`src/rtl/ea_pkg.sv`:
```
package ea_pkg;

   typedef enum logic [2:0] {
      AM_ABS    = 3'd0,
      AM_IND    = 3'd1,
      AM_BASED  = 3'd2,
      AM_PAIR   = 3'd3,
      AM_PAIR_D = 3'd4,
      AM_SCL    = 3'd5,
      AM_SCL_D  = 3'd6,
      AM_RSVD   = 3'd7
   } amode_e;

   localparam logic [2:0] GPR_AX = 3'd0;
   localparam logic [2:0] GPR_CX = 3'd1;
   localparam logic [2:0] GPR_DX = 3'd2;
   localparam logic [2:0] GPR_BX = 3'd3;
   localparam logic [2:0] GPR_SP = 3'd4;
   localparam logic [2:0] GPR_BP = 3'd5;
   localparam logic [2:0] GPR_SI = 3'd6;
   localparam logic [2:0] GPR_DI = 3'd7;

   localparam logic [2:0] SEG_ES = 3'd0;
   localparam logic [2:0] SEG_CS = 3'd1;
   localparam logic [2:0] SEG_SS = 3'd2;
   localparam logic [2:0] SEG_DS = 3'd3;
   localparam logic [2:0] SEG_FS = 3'd4;
   localparam logic [2:0] SEG_GS = 3'd5;

   localparam int unsigned NARROW_W = 8;
   localparam int unsigned SHORT_W  = 16;

endpackage

```
`src/rtl/ea_legal.sv`:
```
module ea_legal
   import ea_pkg::*;
#(
   parameter int unsigned SEL_W      = 3,
   parameter bit          HAS_SCALED = 1'b1
) (
   input  logic             mode32_i,
   input  logic [2:0]       amode_i,
   input  logic [SEL_W-1:0] base_i,
   input  logic [SEL_W-1:0] index_i,
   input  logic             disp_wide_i,
   input  logic             ovr_en_i,
   input  logic [2:0]       ovr_seg_i,
   output logic             illegal_o,
   output logic             use_base_o,
   output logic             use_index_o,
   output logic             use_disp_o
);

   logic   form_ok;
   logic   ovr_bad;
   logic   base32_ok;
   logic   ind16_ok;
   logic   based16_ok;
   logic   pair16_ok;
   logic   scl_ok;
   amode_e am;

   assign am         = amode_e'(amode_i);
   assign base32_ok  = (base_i != GPR_SP) && (base_i != GPR_BP);
   assign ind16_ok   = (base_i == GPR_BX) || (base_i == GPR_SI) || (base_i == GPR_DI);
   assign based16_ok = ind16_ok || (base_i == GPR_BP);
   assign pair16_ok  = !mode32_i
                       && ((base_i == GPR_BX) || (base_i == GPR_BP))
                       && ((index_i == GPR_SI) || (index_i == GPR_DI));

   generate
      if (HAS_SCALED) begin : g_scl_on
         assign scl_ok = mode32_i && (index_i != GPR_SP);
      end else begin : g_scl_off
         assign scl_ok = 1'b0;
      end
   endgenerate

   always_comb begin
      form_ok     = 1'b0;
      use_base_o  = 1'b0;
      use_index_o = 1'b0;
      use_disp_o  = 1'b0;
      unique case (am)
         AM_ABS: begin
            use_disp_o = 1'b1;
            form_ok    = disp_wide_i;
         end
         AM_IND: begin
            use_base_o = 1'b1;
            form_ok    = mode32_i ? base32_ok : ind16_ok;
         end
         AM_BASED: begin
            use_base_o = 1'b1;
            use_disp_o = 1'b1;
            form_ok    = mode32_i ? base32_ok : based16_ok;
         end
         AM_PAIR, AM_PAIR_D: begin
            use_base_o  = 1'b1;
            use_index_o = 1'b1;
            use_disp_o  = (am == AM_PAIR_D);
            form_ok     = pair16_ok;
         end
         AM_SCL, AM_SCL_D: begin
            use_base_o  = 1'b1;
            use_index_o = 1'b1;
            use_disp_o  = (am == AM_SCL_D);
            form_ok     = scl_ok;
         end
         default: begin
            form_ok = 1'b0;
         end
      endcase
   end

   assign ovr_bad   = ovr_en_i && (ovr_seg_i > SEG_GS);
   assign illegal_o = !form_ok || ovr_bad;

endmodule

```
`src/rtl/ea_sum.sv`:
```
module ea_sum
   import ea_pkg::*;
#(
   parameter int unsigned ADDR_W     = 32,
   parameter int unsigned SCALE_W    = 2,
   parameter bit          HAS_SCALED = 1'b1
) (
   input  logic               mode32_i,
   input  logic               scaled_i,
   input  logic               use_base_i,
   input  logic               use_index_i,
   input  logic               use_disp_i,
   input  logic [ADDR_W-1:0]  base_val_i,
   input  logic [ADDR_W-1:0]  index_val_i,
   input  logic [SCALE_W-1:0] scale_i,
   input  logic [ADDR_W-1:0]  disp_i,
   input  logic               disp_wide_i,
   output logic [ADDR_W-1:0]  sum_o
);

   localparam int unsigned EXT_W = ADDR_W - NARROW_W;
   localparam int unsigned HI_W  = ADDR_W - SHORT_W;

   logic [ADDR_W-1:0] disp_ext;
   logic [ADDR_W-1:0] idx_term;
   logic [ADDR_W-1:0] op_base;
   logic [ADDR_W-1:0] op_idx;
   logic [ADDR_W-1:0] op_disp;
   logic [ADDR_W-1:0] raw;

   assign disp_ext = disp_wide_i ? disp_i
                                 : {{EXT_W{disp_i[NARROW_W-1]}}, disp_i[NARROW_W-1:0]};

   generate
      if (HAS_SCALED) begin : g_shift
         assign idx_term = scaled_i ? (index_val_i << scale_i) : index_val_i;
      end else begin : g_noshift
         logic unused_scale;
         assign unused_scale = scaled_i ^ (^scale_i);
         assign idx_term     = index_val_i;
      end
   endgenerate

   assign op_base = use_base_i  ? base_val_i : '0;
   assign op_idx  = use_index_i ? idx_term   : '0;
   assign op_disp = use_disp_i  ? disp_ext   : '0;
   assign raw     = op_base + op_idx + op_disp;
   assign sum_o   = mode32_i ? raw : {{HI_W{1'b0}}, raw[SHORT_W-1:0]};

endmodule

```
`src/rtl/ea_segsel.sv`:
```
module ea_segsel
   import ea_pkg::*;
#(
   parameter int unsigned SEL_W = 3
) (
   input  logic             fetch_i,
   input  logic             use_base_i,
   input  logic [SEL_W-1:0] base_i,
   input  logic             ovr_en_i,
   input  logic [2:0]       ovr_seg_i,
   output logic [2:0]       seg_o
);

   logic stack_based;

   assign stack_based = use_base_i && ((base_i == GPR_SP) || (base_i == GPR_BP));

   always_comb begin
      if (fetch_i)          seg_o = SEG_CS;
      else if (ovr_en_i)    seg_o = ovr_seg_i;
      else if (stack_based) seg_o = SEG_SS;
      else                  seg_o = SEG_DS;
   end

endmodule

```
`src/rtl/ea_gen.sv`:
```
module ea_gen
   import ea_pkg::*;
#(
   parameter int unsigned REG_W      = 32,
   parameter int unsigned NREGS      = 8,
   parameter int unsigned SCALE_W    = 2,
   parameter bit          HAS_SCALED = 1'b1,
   localparam int unsigned SEL_W     = $clog2(NREGS),
   localparam int unsigned BUS_W     = REG_W * NREGS
) (
   input  logic               mode32_i,
   input  logic               fetch_i,
   input  logic [2:0]         amode_i,
   input  logic [SEL_W-1:0]   base_sel_i,
   input  logic [SEL_W-1:0]   index_sel_i,
   input  logic [SCALE_W-1:0] scale_i,
   input  logic [REG_W-1:0]   disp_i,
   input  logic               disp_wide_i,
   input  logic [BUS_W-1:0]   regs_i,
   input  logic               ovr_en_i,
   input  logic [2:0]         ovr_seg_i,
   output logic [REG_W-1:0]   offset_o,
   output logic [2:0]         seg_o,
   output logic               illegal_o
);

   generate
      if (REG_W != 32) begin : g_bad_width
         $error("ea_gen: REG_W must be 32");
      end
      if (NREGS != 8) begin : g_bad_count
         $error("ea_gen: NREGS must be 8");
      end
      if (SCALE_W != 2) begin : g_bad_scale
         $error("ea_gen: SCALE_W must be 2");
      end
   endgenerate

   logic [REG_W-1:0] gpr [NREGS];
   logic             use_base;
   logic             use_index;
   logic             use_disp;
   logic             scaled;
   logic             illegal;
   logic [REG_W-1:0] sum;

   for (genvar g = 0; g < NREGS; g++) begin : g_unpack
      assign gpr[g] = regs_i[g*REG_W +: REG_W];
   end

   assign scaled = (amode_i == AM_SCL) || (amode_i == AM_SCL_D);

   ea_legal #(
      .SEL_W      (SEL_W),
      .HAS_SCALED (HAS_SCALED)
   ) i_legal (
      .mode32_i    (mode32_i),
      .amode_i     (amode_i),
      .base_i      (base_sel_i),
      .index_i     (index_sel_i),
      .disp_wide_i (disp_wide_i),
      .ovr_en_i    (ovr_en_i),
      .ovr_seg_i   (ovr_seg_i),
      .illegal_o   (illegal),
      .use_base_o  (use_base),
      .use_index_o (use_index),
      .use_disp_o  (use_disp)
   );

   ea_sum #(
      .ADDR_W     (REG_W),
      .SCALE_W    (SCALE_W),
      .HAS_SCALED (HAS_SCALED)
   ) i_sum (
      .mode32_i    (mode32_i),
      .scaled_i    (scaled),
      .use_base_i  (use_base),
      .use_index_i (use_index),
      .use_disp_i  (use_disp),
      .base_val_i  (gpr[base_sel_i]),
      .index_val_i (gpr[index_sel_i]),
      .scale_i     (scale_i),
      .disp_i      (disp_i),
      .disp_wide_i (disp_wide_i),
      .sum_o       (sum)
   );

   ea_segsel #(
      .SEL_W (SEL_W)
   ) i_seg (
      .fetch_i    (fetch_i),
      .use_base_i (use_base),
      .base_i     (base_sel_i),
      .ovr_en_i   (ovr_en_i),
      .ovr_seg_i  (ovr_seg_i),
      .seg_o      (seg_o)
   );

   assign illegal_o = illegal;
   assign offset_o  = illegal ? '0 : sum;

endmodule

```
`config.mk`:
```
export PLATFORM = sky130hd
export DESIGN_NAME = ea_gen
export DESIGN_NICKNAME = d
export VERILOG_FILES = /design/src/rtl/ea_pkg.sv /design/src/rtl/ea_legal.sv /design/src/rtl/ea_sum.sv /design/src/rtl/ea_segsel.sv /design/src/rtl/ea_gen.sv
export SDC_FILE = /design/constraint.sdc
export NUM_CORES = 1
export LEC_CHECK = 0
export ABC_AREA = 0
export BUFFER_PORTS_ARGS = -buffer_cell sky130_fd_sc_hd__buf_2
export CAP_MARGIN = 0
export CORE_MARGIN = 4
export CORE_UTILIZATION = 40
export DETAILED_ROUTE_END_ITERATION = 8
export PLACE_DENSITY_LB_ADDON = 0.1
export SLEW_MARGIN = 10
export SYNTH_ARGS = -nofsm -noshare
export SYNTH_HDL_FRONTEND = slang
export SYNTH_HIERARCHICAL = 1
export SYNTH_SLANG_ARGS = --single-unit
```
`constraint.sdc`:
```
create_clock -name vclk -period 9.95
set_input_delay 1.99 -clock vclk [all_inputs]
set_output_delay 1.99 -clock vclk [all_outputs]
set_load 0.02 [all_outputs]
```
==> results.md <==
- Result of the run: complete, no violations
- # nets final: 1580
- Die outline width: 157 um
- CTS-repair resized insts: 0
- CP Max Fanout: 33
- Post-synthesis sequential area ratio: 0
- Final cell area excluding filler cells: 10700 um^2
- Synth Area per Inst: 9.50 um^2
- Standard-cell row count: 54
- Power per Cell Area: 91.0 nW/um^2
- Distinct cell type count of the synthesized netlist: 67
- Element type at the critical path end: output pin
- Final setup violation count: 0
- Remaining antenna violation count: 0
- Half-perimeter wire length after placement: 28.5 mm
- Post-layout instance count excluding filler cells: 1503
- Fraction of layout instances using a drive strength above 1: 0.412
- Area of the core: 21800 um^2
- Final hold violations: 0
- Actual transition at the worst max-transition pin: 780 ps
- First-pass GRT wire length: 50.4 mm
- Count of synthesis-stage warnings from yosys: 6
- Fill cell count: 2157
- Number of standard cells after synthesis: 929
- Maximum achievable frequency: 114 MHz
- Number of max-cap violations: 0
- Flip-flop and latch count: 0
- Unrepaired setup endpoints after global routing: no
- Count of unresolved DRC violations after routing: 0
- Layout Area Growth over Synthesis: 20.9%
- Area of the mapped netlist: 8830 um^2
- Static power due to leakage: 4.97 nW
- Sequential cell area: 0 um^2
- Routed wire length per instance: 22.4 um
- Ratio of final minimum period to clock period: 0.884
- Class of the worst hold path: input pin to output pin
- Total grt overflow: 0
- Count of vias placed by the detailed router: 8858
- Antenna violations before repair: 15
- Clk_buf instances: 0
- Hold-fix buffers at CTS: 0
- CP Launch Type: input pin
- Worst slew margin: 0.479
- Starting Density: 0.406
- Drt first pass iters: 5
- Die span in y: 157 um
- Total I/O pin count: 342
- Cell count after placement: 1490
- Buffers added on ports: 342
- Average vias per placed instance: 5.89
- Vias in the first global route: 8772
- Endpoint required time on the critical path: 7960 ps
- Worst Setup Path Type: input pin to output pin
- Setup_tns: 0 ps
- Die area: 24500 um^2
- RePlAce Congestion: 0.848
- Pin count of the biggest net entering global routing: 51
- GRT Total Usage: 0.262
- Post-Place Cell Area: 10600 um^2
- Min Clock Period, post-route: 8790 ps
- Post-Route WL: 33.7 mm
- Worst vdd rail ir drop: 35.9 uV
- Syn_nets: 1297
- Number of buffers added for setup after CTS: 0
- Max-slew violations: 0
- Detailed Route Iter0 Violations: 506
- Data arrival time of the critical path: 6800 ps
## synthesized netlist by cell type (12+ instances only)
cell | n | share of area
buf_2 | 12 | 0.0068
nand2b_1 | 29 | 0.021
inv_1 | 54 | 0.023
buf_1 | 18 | 0.0077
buf_6 | 16 | 0.020
mux2_2 | 68 | 0.087
nand2_1 | 93 | 0.040
ha_1 | 30 | 0.043
o21ai_0 | 53 | 0.030
a21oi_1 | 59 | 0.033
o211ai_1 | 23 | 0.020
mux4_1 | 80 | 0.24
and2_1 | 39 | 0.028
nor2_1 | 34 | 0.014
clkbuf_1 | 34 | 0.014
o21ai_1 | 13 | 0.0074
fa_1 | 32 | 0.073
nor2b_1 | 45 | 0.032
mux2i_1 | 21 | 0.024
mux4_2 | 48 | 0.12
xnor2_1 | 12 | 0.012
## stage by stage
stage               power [mW]   util  setup slack (ps)  hold slack [ps]
floorplan                0.698      -              1790             4060
global route              1.07  0.490               786             4280
detailed placement       0.961  0.489              1210             4260
CTS                      0.968  0.489              1160             4260
global placement         0.961  0.489              1250             4260
finish                   0.971  0.491              1160             4260
## layout by cell type, fill, tap and decap left out, types with 29 or more instances in the layout
cell type	count
a21oi_1	59
o21ai_0	53
and2_1	39
nor2b_1	45
ha_1	30
inv_1	54
mux4_2	48
nand2b_1	29
buf_2	340
nand2_1	93
nor2_1	33
mux4_1	80
fa_1	32
mux2_2	68
## critical path, cell delays in order
cell       delay [ps]
buf_4             440
mux4_1            620
mux2_2            300
inv_1              90
nor2_1             60
a31oi_1           160
o22ai_1           120
and2_1            210
fa_1              450
ha_1              230
fa_1              510
a211oi_2          260
o211ai_2          140
a21boi_2          230
a2bb2oi_2         140
a221oi_2          290
mux2i_1           210
nor2b_1           130
buf_2             160
## worst paths after layout
check	startpoint	endpoint	slack, ps	cells past startpoint
setup / recovery	index_sel_i[0]	offset_o[21]	1160	19
hold / removal	fetch_i	seg_o[2]	4260	3
## report_power, final
part / internal, mW / switching [mW] / leakage, nW
combinational: 0.438 / 0.533 / 4.97
clock: 0.000000175 / 0 / 0.0000824
sequential: 0 / 0 / 0
## per-layer routing
layer	wire [um]	global-route usage
met1	14400	0.366
met2	16300	0.436
met3	2470	0.0442
met4	509	0.0417
met5	34	0
## cell families (layout without fill, tap and decap cells)
group                      count (synthesis)  in the layout  synth area share
other                                      0             13                 0
AOI/OAI and AO/OA                        219            219             0.157
xor gates and xnor gates                  19             19            0.0189
muxes                                    220            220             0.475
adders and majority gates                 62             62             0.115
buffers and inverters                    136            417            0.0731
and+or+nand+nor                          273            273             0.161
## area by class of cell
type,count,area [um^2],area share
repair buffers,361,1880,0.177
well taps,280,350,0.0328
inverters,56,210,0.0197
multi-input cells,793,8200,0.768
diodes,13,32.5,0.00305
(Power assumes the default switching activity.)
